[src/rtl/imem_loader.sv]
module imem_loader #(
  parameter int AW  = 13,
  parameter int XAW = 24
) (
  input  logic           clk,
  input  logic           rst_n,
  input  logic           run_mode,
  input  logic           h_wr,
  input  logic [AW+1:0]  h_addr,
  input  logic [31:0]    h_data,
  output logic           h_err,
  input  logic           host_start,
  input  logic           core_start,
  input  logic [XAW-1:0] bs_xaddr,
  input  logic [AW-1:0]  bs_iaddr,
  input  logic [AW:0]    bs_count,
  output logic           x_rd,
  output logic [XAW-1:0] x_addr,
  input  logic [63:0]    x_data,
  output logic           done,
  output logic           mem_we,
  output logic [AW-1:0]  mem_addr,
  output logic [127:0]   mem_wdata
);
  localparam int CW = AW + 1;

  logic           busy, half, pend, err_q, done_q;
  logic [1:0]     qcnt;
  logic [AW-1:0]  sa, ia;
  logic [XAW-1:0] xa;
  logic [CW-1:0]  left;
  logic [63:0]    lo;
  logic [95:0]    st;
  logic [31:0]    pq;

  wire [1:0]    q      = h_addr[1:0];
  wire [AW-1:0] wa     = h_addr[AW+1:2];
  wire          hv     = h_wr && !run_mode;
  wire          hmatch = (q == qcnt) && (qcnt == 2'd0 || wa == sa);
  wire          hc     = hv && hmatch && (q == 2'd3);
  wire          bwe    = busy && half;
  wire          go     = !busy && (bs_count != '0) && (run_mode ? core_start : host_start);

  assign x_rd      = busy;
  assign x_addr    = xa;
  assign h_err     = err_q;
  assign done      = done_q;
  assign mem_we    = bwe || pend || hc;
  assign mem_addr  = bwe ? ia : sa;
  assign mem_wdata = bwe ? {x_data, lo} : {(pend ? pq : h_data), st};

  always_ff @(posedge clk or negedge rst_n) begin
    if (!rst_n) begin
      qcnt  <= 2'd0;
      sa    <= '0;
      st    <= '0;
      pq    <= '0;
      pend  <= 1'b0;
      err_q <= 1'b0;
    end else begin
      err_q <= 1'b0;
      pend  <= 1'b0;
      if (run_mode) begin
        qcnt <= 2'd0;
      end else if (hv) begin
        if (!hmatch) begin
          qcnt  <= 2'd0;
          err_q <= 1'b1;
        end else if (q == 2'd3) begin
          qcnt <= 2'd0;
          if (bwe) begin
            pend <= 1'b1;
            pq   <= h_data;
          end
        end else begin
          st[{q, 5'd0} +: 32] <= h_data;
          qcnt <= qcnt + 2'd1;
          if (q == 2'd0) sa <= wa;
        end
      end
    end
  end

  always_ff @(posedge clk or negedge rst_n) begin
    if (!rst_n) begin
      busy   <= 1'b0;
      half   <= 1'b0;
      done_q <= 1'b0;
      xa     <= '0;
      ia     <= '0;
      left   <= '0;
      lo     <= '0;
    end else begin
      done_q <= 1'b0;
      if (go) begin
        busy <= 1'b1;
        half <= 1'b0;
        xa   <= bs_xaddr;
        ia   <= bs_iaddr;
        left <= bs_count;
      end else if (busy) begin
        xa   <= xa + 1'b1;
        half <= !half;
        if (!half) begin
          lo <= x_data;
        end else begin
          ia   <= ia + 1'b1;
          left <= left - 1'b1;
          if (left == CW'(1)) begin
            busy   <= 1'b0;
            done_q <= 1'b1;
          end
        end
      end
    end
  end
endmodule


[config.mk]
export PLATFORM = sky130hd
export DESIGN_NAME = imem_loader
export DESIGN_NICKNAME = d
export VERILOG_FILES = /design/src/rtl/imem_loader.sv
export SDC_FILE = /design/constraint.sdc
export NUM_CORES = 1
export LEC_CHECK = 0
export ABC_AREA = 0
export CORE_MARGIN = 2
export CORE_UTILIZATION = 40
export DETAILED_ROUTE_END_ITERATION = 8
export PLACE_DENSITY_LB_ADDON = 0.1
export SETUP_SLACK_MARGIN = 0.3
export SLEW_MARGIN = 20
export SYNTH_ARGS = -nofsm -noshare
export SYNTH_HDL_FRONTEND = slang
export SYNTH_SLANG_ARGS = --single-unit
[constraint.sdc]
create_clock -name clk -period 2 [get_ports clk]
set_input_delay 0.4 -clock clk [delete_from_list [all_inputs] [get_ports clk]]
set_output_delay 0.4 -clock clk [all_outputs]
set_load 0.02 [all_outputs]
; ---- Word level (Yosys, flattened, before mapping)
; Cells that the tools add are included.
[word_totals]
out_inout_bits = 169
wordCells = 87
regBits = 263
in_bits = 168
[op_classes]
bitwise_logic = 4
n_addsub = 5
eq_ne = 4
shifts = 2
reduce_logical = 24
muxes = 35
[ops]
columns = op, n
row1 = $mux 128, 1
row2 = $bwmux 96, 1
row3 = $shift 32x9->96 const A, 1
row4 = $shiftx 32x9->96, 1
row5 = $mux 13, 4
row6 = $mux 24, 2
row7 = $mux 14, 3
row8 = $mux 32, 1
row9 = $add 24x1->24 const B, 1
row10 = $mux 1, 19
row11 = $eq 14x1->1 const B, 1
row12 = $reduce_bool 14->1, 1
row13 = $sub 14x1->14 const B, 1
row14 = $add 13x1->13 const B, 1
row15 = $eq 13x13->1, 1
row16 = $reduce_and 5->1, 2
row17 = $neg 7->9, 1
row18 = $mux 2, 4
row19 = $logic_and 1x1->1, 7
row20 = $reduce_bool 2->1, 3
row21 = $logic_not 2->1, 2
row22 = $not 1->1, 4
row23 = $reduce_and 4->1, 1
row24 = $logic_not 1->1, 3
row25 = other kinds (6), 8

; ---- Logic depth before layout (Yosys ltp)
; Gate-level depths: netlist (run 1).
[logic_depth]
ltp_word = 6
depth_mapped = 8
mapped_depth_nobuf = 6

; ---- Least setup slack after synthesis (run 1)
; No wires, ideal clock.
[synth_path]
kind = reg2out
from = register busy (netlist: x_rd)
to = output port mem_wdata[100]
path_stages_with_launch = 8
setup_slack_ns = -0.450
required_ns = 1.600
arrival_ns = 2.050
n_path_buf = 4
cell_sequence = dfrtp_1 -> clkbuf_1 -> and2_0 -> clkbuf_1 -> clkbuf_1 -> clkbuf_1 -> nand2_1 -> o21ai_0
[synth_between]
elab_chain_cells = 2
[synth_rtl]
columns = item, line
row1 = from (decl), 27  ; logic busy, half, pend, err_q, done_q;
row2 = from (signal assigned), 86  ; busy <= 1'b0;
row3 = from (signal assigned), 96  ; busy <= 1'b1;
row4 = from (signal assigned), 110  ; busy <= 1'b0;
row5 = $logic_and 1x1->1, 41  ; wire bwe = busy && half;
row6 = $mux 128, 50  ; assign mem_wdata = bwe ? {x_data, lo} : {(pend ? pq : h_data), st};
row7 = to (decl), 23  ; output logic [127:0] mem_wdata
; Every way passes these cells.

; ---- Worst setup path after layout (run 1)
[layout_path]
from = register busy (netlist: x_rd)
to = output port mem_wdata[21]
; Same word-level chain as after synthesis.

==> results_dict.tcl, run 1 <==
set metrics [dict create \
    fin_skew_ns 0.01700 \
    rsz0062_at_grt "yes" \
    final_cell_area_um2 24220 \
    dieArea_um2 33760 \
    grt_pass1_vias 13410 \
    p_sw_mw 5.732 \
    synth.avg_cell_area_um2 9.926 \
    relSlewSlack 0.5460 \
    wl_mm 49.61 \
    crit_family "buffers and inverters" \
    syn-cell-area_um2 12920 \
    maxCapViolations 0 \
    core_um2 31720 \
    syn2layout_area_growth_pct 87.44 \
    syn-num-nets 1480 \
    numCtsBuffers 30 \
    grt_max_degree 59 \
    final_common_cell "nand2_4" \
    crit_type "reg2out" \
    hold_viol_final 0 \
    dieHeight_um 183.7 \
    path_max_fanout 6 \
    p_comb_frac 0.320 \
    post-route-period-util 1.279 \
    worstPathRequired_ns 1.60 \
    fmax_mhz 391.1 \
    drive_above_1_share 0.4844 \
    ys_types 42 \
    critPathArrivalTime_ns 2.16 \
    cts_tree "built" \
    drtAntennaViolNets 0 \
    h-tree-depth 1 \
    routed_via_density 5.513 \
    ios 337 \
    finalSetupViolCount 302 \
    sw_frac_of_total 0.3130 \
    cp_slowest_cell "dfrtp_2" \
    gr-usage-all-layers 0.2773 \
    layout_common_cells "274 x nand2_4, 261 x dfrtp_1, 192 x buf_6, 192 x clkdlybuf4s50_1, 125 x buf_4" \
    start_util 0.4075 \
    p_clk_frac 0.314 \
    peakVddDrop_mv 0.8047 \
    crit_path_end_kind "output pin" \
    crit_chain "and2_4 -> buf_12 -> buf_12 -> buf_6 -> buf_6 -> buf_16 -> buf_6 -> nand2_4 -> nand2_4 -> buf_6" \
    hp-class "in2async" \
    grt_overflow 0 \
    rows 65 \
    insertion_delay_ns 0.56 \
    yosysWarnings 0 \
    maxSlewViolCount 0 \
    cp-start-kind "register" \
    detail_route.first_pass.iterations 5 \
    power_frac_seq 0.366 \
    dpl.hpwl_mm 30.79 \
    tns_ns -109.22 \
    cts_root_buf "clkbuf_16" \
    wl_met3_mm 2.959 \
    seq_area_frac_synth 0.5092 \
    path_clk_slew_ns 0.06 \
    top_layer "met5" \
    power.density_nw_per_um2 756.0 \
    crit_buf_inv 7 \
    grt_pass1_wl_mm 73.48 \
    drc 0 \
    die_w_um 183.7 \
    cts_sinks 263 \
    fill_cells 2046 \
    cts.path.max_buffers 3 \
    status "finished, violations left" \
    slowest_delay_ns 0.44 \
    violations "negative setup slack" \
    worst_slew_pin_slew_ns 0.6809 \
    io_buffers 336 \
    first_iter_violations 767 \
    power.internal_mw 12.58 \
    synth-seq-cells 263 \
    vias 12690 \
    antenna_found_initial 2 \
    placed_cell_area_um2 20470 \
    p_leak_nw 11.16 \
    final_nets 2051 \
    dpl_worst_slack_ns -1.039 \
    wl_met2_mm 24.68 \
    wl_per_cell_um 21.56 \
    postSynthCellCount 1302 \
    path_common_cell "buf_6" \
    final.min_clock_period_ns 2.557 \
    met1_length_mm 20.01 \
    setup_ws_ns -0.5572 \
    place_congestion 0.8606 \
]
[power groups by stage]
stage / Sequential [mW] / Clock (mW) / Combinational (mW)
after detailed placement: 6.74 / 0 / 4.98
after global routing: 6.79 / 6.05 / 6.22
after CTS: 6.67 / 5.81 / 5.61
final: 6.70 / 5.76 / 5.85
after global placement: 6.72 / 0 / 4.90
after floorplan: 6.80 / 0 / 2.71
[Yosys cell counts, drive strengths merged]
cell type	number	area, um^2
nand2	416	1562
dfrtp	263	6581
mux2	110	1239
a32o	97	970.9
o21ai	74	370.4
clkbuf	70	262.8
mux2i	33	330.3
xor2	31	271.5
nor2	22	82.58
buf	19	83.83
nand3	17	85.08
a21oi	15	75.07
nor4	14	93.84
xnor2	14	122.6
nand4	13	87.58
inv	11	41.29
ha	10	125.1
and3	8	50.05
a21o	7	52.55
nor3	7	35.03
and2	6	37.54
o211ai	6	45.04
nor3b	5	37.54
a221o	4	40.04
a22o	4	35.03
a31oi	4	25.02
nand2b	4	25.02
o41ai	4	35.03
a211oi	3	37.54
a22oi	2	15.01
and4	2	17.52
nand3b	2	15.01
a32oi	1	8.760
nor2b	1	6.260
o311ai	1	8.760
or2	1	6.260
or3	1	6.260
[per-layer routing]
| metal | up-vias | track usage |
|---|---|---|
| met3 | 118 | 0.05487 |
| met2 | 441 | 0.4821 |
| met1 | 6356 | 0.3410 |
| met4 | 2 | 0.1040 |
| met5 | - | 0 |
| li1 | 5768 | - |
[final timing paths]
path                                   from       endpoint  slack (ns)  depth (start not counted)
max in group asynchronous             rst_n         lo[57]        0.91                          3
worst max register to register       sa[11]         pq[13]       -0.53                         10
worst max-delay path                   x_rd  mem_wdata[21]       -0.56                         10
worst min-delay path                  rst_n          lo[7]        0.36                          2
worst min register to register        pq[0]          pq[0]        0.49                          1
min in group clk                bs_xaddr[6]      x_addr[6]        0.41                          3
[sequential cells by signal, indices dropped and copies added (netlist names), 2 cells and up]
name / count
x_addr: 24
ia: 13
st: 96
sa: 13
lo: 64
pq: 32
qcnt: 2
left: 14
[area by class of cell]
type	count	area, um^2	share of cell area
Antenna cell	2	5.005	0.0002066
Clock inverter	13	167.7	0.006921
Tap cell	402	503.0	0.02076
Inverter	11	41.29	0.001704
Sequential cell	263	6584	0.2718
Timing Repair Buffer	628	7485	0.3090
Clock buffer	43	860.8	0.03554
Multi-Input combinational cell	939	8578	0.3541
[metrics by stage]
step	utilization	instances	hold slack, ns	power (mW)
floorplan	-	1302	0.1044	9.517
global placement	0.6453	2120	0.3782	11.62
detailed placement	0.6453	2120	0.3769	11.72
CTS	0.7274	2251	0.3886	18.09
global route	0.7637	2300	0.4032	19.05
finish	0.7637	2301	0.3620	18.31
[kinds of logic (layout without fill, tap and decap cells)]
kind of cell | count (synthesis) | after routing | synth area share
and+or+nand+nor | 519 | 519 | 0.1661
other | 0 | 2 | 0
DFF | 263 | 263 | 0.5092
muxes | 143 | 143 | 0.1214
xor gates and xnor gates | 45 | 45 | 0.03050
buffers and inverters | 100 | 695 | 0.03001
adders and majority gates | 10 | 10 | 0.009681
AOI/OAI and AO/OA | 222 | 222 | 0.1330
[timing repair]
action | in CTS | in global routing
endpoints found under the hold margin | 44 | 0
pin swaps | 37 | 95
cloned | 17 | 19
gates resized for setup | 918 | 128
setup buffers | 57 | 29
hold buffers | 1 | 0
endpoints found under the setup margin | 342 | 366
Power figures use the tool's default switching activity.
==> inputs of run 2 (changes only) <==
PLACE_DENSITY = 0.7   (was not set)
PLACE_DENSITY_LB_ADDON = not set   (was 0.1)
==> run 2 against run 1 <==
The flow still finishes with violations (negative setup slack). Critical path type unchanged. Sequential share of layout area decreased by 1.5 points. Power increased by 6.1%. Cell count increased by 1.2%. Critical endpoint is now mem_we.
==> results_dict.tcl, run 2 (synthesized netlist as in run 1, its figures left out) <==
set metrics [dict create \
    cts_tree "built" \
    maxCapViolations 0 \
    largest_register "st" \
    final_common_cell "nand2_4" \
    crit_chain "xor2_1 -> nor3_1 -> nand4_4 -> buf_6 -> and2_4 -> o21ai_2 -> buf_6" \
    crit_type "reg2out" \
    routed_via_density 5.700 \
    slowest_delay_ns 0.41 \
    placed_cell_area_um2 20550 \
    hp-class "in2reg" \
    p_total_mw 19.43 \
    tns_ns -106.02 \
    use_met2 0.5057 \
    cts_sinks 263 \
    p_leak_nw 12.22 \
    rows 65 \
    fmax_mhz 379.8 \
    path_common_cell "buf_6" \
    drive_above_1_share 0.5578 \
    dieHeight_um 183.7 \
    worst_slew_pin_slew_ns 0.5472 \
    violations "negative setup slack" \
    h-tree-depth 1 \
    dpl.hpwl_mm 30.79 \
    use_met1 0.3555 \
    wl_per_cell_um 23.41 \
    setup_ws_ns -0.6330 \
    drtAntennaViolNets 0 \
    placed_cells 2125 \
    worstPathRequired_ns 1.60 \
    wl_mm 54.53 \
    syn2layout_area_growth_pct 98.67 \
    start_util 0.4075 \
    cp_slowest_cell "dfrtp_1" \
    final.min_clock_period_ns 2.633 \
    path_max_fanout 2 \
    hold_viol_final 0 \
    ios 337 \
    grt_pass1_wl_mm 75.13 \
    whs_ns 0.1530 \
    place_congestion 0.8439 \
    peakVddDrop_mv 0.8255 \
    core_um2 31720 \
    layout_common_cells "322 x nand2_4, 260 x dfrtp_1, 196 x buf_6, 158 x clkdlybuf4s50_1, 134 x buf_4" \
    dpl_worst_slack_ns -0.7922 \
    dieArea_um2 33760 \
    final_nets 2079 \
    top_regs "st: 96 flops, lo: 64 flops, pq: 32 flops" \
    vias 13280 \
    io_buffers 336 \
    cp-start-kind "register" \
    gr-usage-all-layers 0.2835 \
    first_iter_violations 1049 \
    detail_route.first_pass.iterations 5 \
    drc 0 \
    insertion_delay_ns 0.56 \
    crit_path_end_kind "output pin" \
    final_cell_area_um2 25680 \
    numCtsBuffers 29 \
    cts_root_buf "clkbuf_16" \
    power.density_nw_per_um2 756.9 \
    relSlewSlack 0.6352 \
    final_util 0.8095 \
    grt_overflow 0 \
    antenna_found_initial 5 \
    path_clk_slew_ns 0.06 \
    status "finished, violations left" \
    met3_usage 0.04477 \
    maxSlewViolCount 0 \
    grt_pass1_vias 13350 \
    largest_reg_flops 96 \
    rsz0062_at_grt "yes" \
    fin_skew_ns 0.01506 \
    cts.path.max_buffers 3 \
    grt_busiest_layer "met2" \
    critPathArrivalTime_ns 2.23 \
    finalSetupViolCount 283 \
    stdcell_count 2329 \
    post-route-period-util 1.317 \
    die_w_um 183.7 \
    grt_max_degree 63 \
]
==> run 2: where the power goes <==
| group | total (mW) | internal (mW) | leakage (nW) | switching [mW] |
|---|---|---|---|---|
| sequential | 6.79 | 5.99 | 3.35 | 0.798 |
| combinational | 6.55 | 3.44 | 8.35 | 3.12 |
| clock | 6.09 | 3.80 | 0.516 | 2.29 |
==> run 2: repair_timing <==
action                                   CTS  global route
buffers inserted                          63            38
endpoints found under the setup margin   337           372
hold buffers                               1             0
pin swaps                                 42           153
gates resized for setup                 1039           307
cloned                                    22            23
endpoints found under the hold margin     52             0
==> run 2: layer usage <==
layer | up-vias | share of wire | routed length [um]
met5 | - | 0 | 0
met4 | 0 | 0.032 | 1730
met1 | 6783 | 0.39 | 21460
met2 | 563 | 0.52 | 28300
met3 | 115 | 0.056 | 3038
li1 | 5815 | - | -
==> run 2: cell type report <==
| cell class | count | area [um^2] |
|---|---|---|
| Clock inverter | 13 | 267.8 |
| Multi-Input combinational cell | 939 | 9440 |
| Timing Repair Buffer | 657 | 8033 |
| Sequential cell | 263 | 6585 |
| Fill cell | 1792 | 6042 |
| Inverter | 11 | 41.29 |
| Tap cell | 402 | 503.0 |
| Clock buffer | 39 | 793.3 |
| Antenna cell | 5 | 12.51 |
==> run 2: worst max-delay path, delay by kind of cell (launching register included) <==
family,cells,cell delay (ns)
and+or+nand+nor,3,0.67
buffers and inverters,2,0.30
xor gates and xnor gates,1,0.17
DFF,1,0.41
AOI/OAI and AO/OA,1,0.12
==> run 2: path summary, 6_finish.rpt <==
| kind | to | cells after the start | startpoint | slack [ns] |
|---|---|---|---|---|
| max reg2reg | pq[8] | 10 | sa[6] | -0.59 |
| min | left[7] | 3 | bs_count[7] | 0.15 |
| max in group asynchronous | lo[5] | 3 | rst_n | 0.82 |
| min reg2reg | st[31] | 1 | st[31] | 0.50 |
| max | mem_we | 7 | sa[6] | -0.63 |
| min in group asynchronous | x_addr[11] | 2 | rst_n | 0.40 |
